$ cat src/rtl/dma_fe_pkg.sv
package dma_fe_pkg;
  // Per-channel pin levels: 1 = active-high, 0 = active-low.
  typedef struct packed {
    logic eot_hi;
    logic ack_hi;
    logic req_hi;
  } pin_pol_t;

  localparam int POL_W = $bits(pin_pol_t);
  localparam pin_pol_t POL_RESET = pin_pol_t'({POL_W{1'b1}});
endpackage

$ cat src/rtl/dma_fe_rst_sync.sv
module dma_fe_rst_sync #(
  parameter int STAGES = 2
) (
  input  logic clk,
  input  logic rst_n,
  output logic rst_sync_n
);
  logic [STAGES-1:0] sh_q;
  logic [STAGES-1:0] sh_d;

  always_comb begin
    sh_d = {sh_q[STAGES-2:0], 1'b1};
  end

  always_ff @(posedge clk or negedge rst_n) begin
    if (!rst_n) sh_q <= '0;
    else        sh_q <= sh_d;
  end

  assign rst_sync_n = sh_q[STAGES-1];
endmodule

$ cat src/rtl/dma_fe_req_sync.sv
module dma_fe_req_sync (
  input  logic clk,
  input  logic rst_n,
  input  logic level_i,   // polarity-corrected request, 1 = active
  output logic seen_o
);
  logic s1_q, s2_q;
  logic s1_d, s2_d;

  always_comb begin
    s1_d = level_i;
    s2_d = s1_q;
  end

  always_ff @(posedge clk or negedge rst_n) begin
    if (!rst_n) begin
      s1_q <= 1'b0;
      s2_q <= 1'b0;
    end else begin
      s1_q <= s1_d;
      s2_q <= s2_d;
    end
  end

  // Rise needs both stages; fall is taken from the first stage alone.
  assign seen_o = s1_q & s2_q;

  p_two_edges_r3: assert property (@(posedge clk) disable iff (!rst_n)
    seen_o |-> ($past(level_i) && $past(level_i, 2)));

  p_one_edge_drop_r4: assert property (@(posedge clk) disable iff (!rst_n)
    !$past(level_i) |-> !seen_o);
endmodule

$ cat src/rtl/dma_fe_chan.sv
module dma_fe_chan
  import dma_fe_pkg::*;
(
  input  logic     clk,
  input  logic     rst_n,
  input  logic     req_pin_i,
  input  logic     ch_en_i,
  input  logic     pol_wr_i,
  input  pin_pol_t pol_wdata_i,
  input  logic     core_ack_i,
  input  logic     core_eot_i,
  input  logic     stat_tc_i,
  input  logic     stat_eot_i,
  input  logic     stat_err_i,
  output logic     req_o,
  output logic     start_ok_o,
  output logic     ack_pin_o,
  output logic     eot_pin_o
);
  pin_pol_t pol_q, pol_d;
  logic     pol_we;
  logic     req_level;
  logic     req_seen;
  logic     ack_act, eot_act;

  // Polarity register: writes accepted only while the channel is idle.
  always_comb begin
    pol_we = pol_wr_i & ~ch_en_i;
    pol_d  = pol_we ? pol_wdata_i : pol_q;
  end

  always_ff @(posedge clk or negedge rst_n) begin
    if (!rst_n) pol_q <= POL_RESET;
    else        pol_q <= pol_d;
  end

  p_pol_locked_r2: assert property (@(posedge clk) disable iff (!rst_n)
    $past(ch_en_i) |-> $stable(pol_q));

  // Request path.
  assign req_level = ~(req_pin_i ^ pol_q.req_hi);

  dma_fe_req_sync u_sync (
    .clk     (clk),
    .rst_n   (rst_n),
    .level_i (req_level),
    .seen_o  (req_seen)
  );

  assign req_o = req_seen & ch_en_i;

  // Start gate.
  assign start_ok_o = ch_en_i & ~(stat_tc_i | stat_eot_i | stat_err_i);

  // Output pins: inactive while the internal reset is held.
  assign ack_act   = core_ack_i & rst_n;
  assign eot_act   = core_eot_i & rst_n;
  assign ack_pin_o = ~(ack_act ^ pol_q.ack_hi);
  assign eot_pin_o = ~(eot_act ^ pol_q.eot_hi);

  p_ack_follows_r7: assert property (@(posedge clk) disable iff (!rst_n)
    ($past(rst_n) && $stable(core_ack_i) && $stable(pol_q)) |-> $stable(ack_pin_o));

  p_eot_follows_r8: assert property (@(posedge clk) disable iff (!rst_n)
    ($past(rst_n) && $stable(core_eot_i) && $stable(pol_q)) |-> $stable(eot_pin_o));
endmodule

$ cat src/rtl/dma_req_frontend.sv
module dma_req_frontend
  import dma_fe_pkg::*;
#(
  parameter int NUM_CH    = 2,
  parameter int RST_STAGE = 2
) (
  input  logic              clk,
  input  logic              rst_n,
  input  logic [NUM_CH-1:0] req_pin_i,
  input  logic [NUM_CH-1:0] ch_en_i,
  input  logic [NUM_CH-1:0] pol_wr_i,
  input  logic [POL_W-1:0]  pol_wdata_i,
  input  logic [NUM_CH-1:0] core_ack_i,
  input  logic [NUM_CH-1:0] core_eot_i,
  input  logic [NUM_CH-1:0] stat_tc_i,
  input  logic [NUM_CH-1:0] stat_eot_i,
  input  logic [NUM_CH-1:0] stat_err_i,
  output logic [NUM_CH-1:0] req_o,
  output logic [NUM_CH-1:0] start_ok_o,
  output logic [NUM_CH-1:0] ack_pin_o,
  output logic [NUM_CH-1:0] eot_pin_o
);
  logic     rst_int_n;
  pin_pol_t pol_wdata;

  assign pol_wdata = pin_pol_t'(pol_wdata_i);

  dma_fe_rst_sync #(.STAGES(RST_STAGE)) u_rst (
    .clk        (clk),
    .rst_n      (rst_n),
    .rst_sync_n (rst_int_n)
  );

  for (genvar c = 0; c < NUM_CH; c++) begin : g_ch
    dma_fe_chan u_chan (
      .clk         (clk),
      .rst_n       (rst_int_n),
      .req_pin_i   (req_pin_i[c]),
      .ch_en_i     (ch_en_i[c]),
      .pol_wr_i    (pol_wr_i[c]),
      .pol_wdata_i (pol_wdata),
      .core_ack_i  (core_ack_i[c]),
      .core_eot_i  (core_eot_i[c]),
      .stat_tc_i   (stat_tc_i[c]),
      .stat_eot_i  (stat_eot_i[c]),
      .stat_err_i  (stat_err_i[c]),
      .req_o       (req_o[c]),
      .start_ok_o  (start_ok_o[c]),
      .ack_pin_o   (ack_pin_o[c]),
      .eot_pin_o   (eot_pin_o[c])
    );
  end
endmodule

$ cat config.mk
export PLATFORM = sky130hd
export DESIGN_NAME = dma_req_frontend
export DESIGN_NICKNAME = d
export VERILOG_FILES = /design/src/rtl/dma_fe_pkg.sv /design/src/rtl/dma_fe_rst_sync.sv /design/src/rtl/dma_fe_req_sync.sv /design/src/rtl/dma_fe_chan.sv /design/src/rtl/dma_req_frontend.sv
export SDC_FILE = /design/constraint.sdc
export NUM_CORES = 1
export LEC_CHECK = 0
export BUFFER_PORTS_ARGS = -buffer_cell sky130_fd_sc_hd__buf_2
export CAP_MARGIN = 40
export CORE_UTILIZATION = 39
export CTS_CLUSTER_SIZE = 28
export DETAILED_ROUTE_END_ITERATION = 8
export HOLD_SLACK_MARGIN = 0.1
export PLACE_DENSITY = 0.83
export SLEW_MARGIN = 20
export SYNTH_ARGS = -nofsm -noshare
export SYNTH_HDL_FRONTEND = slang
export SYNTH_SLANG_ARGS = --single-unit
$ cat constraint.sdc
create_clock -name clk -period 0.91 [get_ports clk]
set_input_delay 0 -clock clk [delete_from_list [all_inputs] [get_ports clk]]
set_output_delay 0 -clock clk [all_outputs]
set_load 0.02 [all_outputs]
==> run_results.csv <==
group,metric,value,unit
status,status,"finished, violations left",
status,violations,"setup timing",
final_layout,final_cells,91,
detailed_routing,wl_per_cell,11.0,um
detailed_routing,drt_iter0_markers,3,
floorplanning,die_x,40.8,um
final_layout,final_util,0.627,
worst_setup_path,cp.arrival,1120,ps
cts,clock_path_buffers,2,
synthesis,ys_seq_elements,12,
detailed_routing,drtAntennaViolNets,0,
detailed_routing,routed_via_density,4.40,
timing,drv_slew,0,
synthesis,yosys.cell_types.count,12,
cts,htreeDepth,1,
timing,finalHoldViolCount,0,
final_layout,multi_input_area,234,um^2
place,dp_hpwl,768,um
synthesis,syn-num-nets,64,
worst_setup_path,crit_path_top_delay_cell,"dfrtp_2",
detailed_routing,dr.pass1.iters,2,
place,placed_cells,79,
min_path,hold_path.class,"in2reg",
worst_setup_path,startpoint_type,"flop",
synthesis,netlist_area,588,um^2
grt,grt_usage,0.142,
floorplanning,fp.dieH,40.8,um
cts,clock-sinks,12,
floorplanning,ios,29,
cts,cts_tree,"built",
timing,hold_slack,133,ps
detailed_routing,wirelength,1000,um
power,power.density,1730,nW/um^2
worst_setup_path,r2r.worst_path.cells,1,
timing,fmax,0.891,GHz
timing,finalSetupViolCount,6,
floorplanning,dieArea,1670,um^2
power,irDropWorstVdd,0.898,mV
synthesis,ys_warn_count,0,
timing,setup_ws,-212,ps
worst_setup_path,critPathRequiredTime,910,ps
worst_setup_path,cpPeakStageDelay,460,ps
synthesis,synth_area_per_cell,13.7,um^2
cts,clock_latency,260,ps
floorplanning,row_count,13,
grt,grt_antenna_before_repair,0,
cts,cts_buffers,3,
cts,path_clk_slew,70,ps
synthesis,synthCells,43,
grt,overflow,0,
min_path,worstHoldPathCells,3,
place,gp_congestion,0.678,
final_layout,area_delta_synth_final,43.8,%
timing,rsz0062_at_grt,"true",
timing,finClkSkew,3.10,ps
power,total_power,1.47,mW
final_layout,layout.nets,98,
worst_setup_path,cp_num_cells,3,
timing,period_minus_slack,1120,ps
worst_setup_path,endpoint_kind,"output port",
place,port_buffers,28,
synthesis,yosysSeqAreaShare,0.523,
final_layout,layout-drive-gt1-share,0.697,
grt,grt_start_max_net_pins,9,
worst_setup_path,path_buf_inv,1,
final_layout,seqCellArea,309,um^2
grt,grt_pass1_vias,363,
detailed_routing,post-route-drc-count,0,
detailed_routing,vias,400,
final_layout,antenna_cells,0,
power,p_leak,0.412,nW
flow_run,drv_cap,0,
worst_setup_path,critPathTopFamily,"flip-flops",
worst_setup_path,critPathKind,"reg2out",
timing,finalCritPeriodShare,1.23,
timing,setup_tns,-821,ps
floorplanning,design.core.area,1350,um^2
final_layout,fill_cells,109,
grt,grt_pass1_wl,1480,um
cts,cts_root_buf,"clkbuf_4",
floorplanning,initial_core_util,0.436,
worst_setup_path,cp_max_fo,7,
worst_setup_path,crit_chain,"nand2_1, xor2_1, buf_4",
-- path summary, 6_finish.rpt --
path | start | to | slack (ps)
max | u_rst.sh_q[1] | ack_pin_o[0] | -210
min in group asynchronous | u_rst.sh_q[1] | g_ch[0].u_chan.pol_q[2] | 290
max in group asynchronous | rst_n | u_rst.sh_q[1] | 190
max reg2reg | g_ch[1].u_chan.pol_q[1] | g_ch[1].u_chan.pol_q[1] | 170
min | ch_en_i[0] | g_ch[0].u_chan.pol_q[1] | 130
min reg2reg | u_rst.sh_q[1] | g_ch[0].u_chan.pol_q[2] | 290
-- per-layer routing --
layer  track usage  part of all wire
met1         0.165              0.43
met2         0.246              0.50
met3        0.0380             0.076
met4        0.0500                 0
met5             0                 0
-- layout make-up --
type	instances	area share
multi-input cells	23	0.277
flip-flops and latches	12	0.365
repair buffers	37	0.293
well taps	15	0.0222
clock buffers	4	0.0429
-- where the power goes --
part,switching (mW),total [mW],internal (mW)
Combinational,0.149,0.372,0.223
Clock,0.160,0.403,0.243
Sequential,0.0482,0.691,0.643
Total,0.358,1.47,1.11
-- logic make-up (layout without fill, tap and decap cells) --
family | Yosys count | count (layout) | synth area share
simple gates | 10 | 10 | 0.126
mux | 6 | 6 | 0.153
buf+inv | 8 | 41 | 0.102
other cells | 1 | 1 | 0.00638
xor+xnor | 6 | 6 | 0.0894
flops | 12 | 12 | 0.523
-- placed cells by master (no fill, tap or decap) --
master	netlist	routed
xnor2_1	2	2
dfrtp_1	6	5
clkbuf_8	0	1
clkbuf_4	0	3
xor2_1	4	4
nand2_2	0	2
and3_4	0	2
buf_2	0	22
buf_6	0	2
nor2b_4	2	2
buf_4	8	6
conb_1	1	1
nand2_1	4	2
dlygate4sd3_1	0	7
dfrtp_2	0	1
mux2_4	6	6
nor4b_1	2	2
dfstp_2	6	6
-- Yosys cell counts --
master / number / area, um^2
xor2_1: 4 / 35.0
mux2_4: 6 / 90.1
nor4b_1: 2 / 17.5
conb_1: 1 / 3.75
nor2b_4: 2 / 27.5
dfrtp_1: 6 / 150
buf_4: 8 / 60.1
dfstp_2: 6 / 158
and3_1: 1 / 6.26
xnor2_1: 2 / 17.5
and3_2: 1 / 7.51
nand2_1: 4 / 15.0
-- stage by stage --
stage	setup WS [ps]	cell area, um^2
5_1_grt	-277	846
3_5_place_dp	59.3	696
4_1_cts	-234	828
2_1_floorplan	39.6	589
3_3_place_gp	73.8	696
6_report	-212	846
-- what timing repair did --
item                                    CTS  global route
endpoints found under the setup margin    6             6
pin swaps                                 4             5
gates resized for setup                   9             3
hold buffers                              7             0
buffers inserted                          0             1
hold endpoints to repair                 10             0
-- sequential cells by signal, summed over array words and instances (netlist names) --
| register | flops |
|---|---|
| g_ch.u_chan.pol_q | 6 |
| u_rst.sh_q | 2 |
| g_ch.u_chan.u_sync.s2_q | 2 |
| g_ch.u_chan.u_sync.s1_q | 2 |
Power figures use the tool's default switching activity.
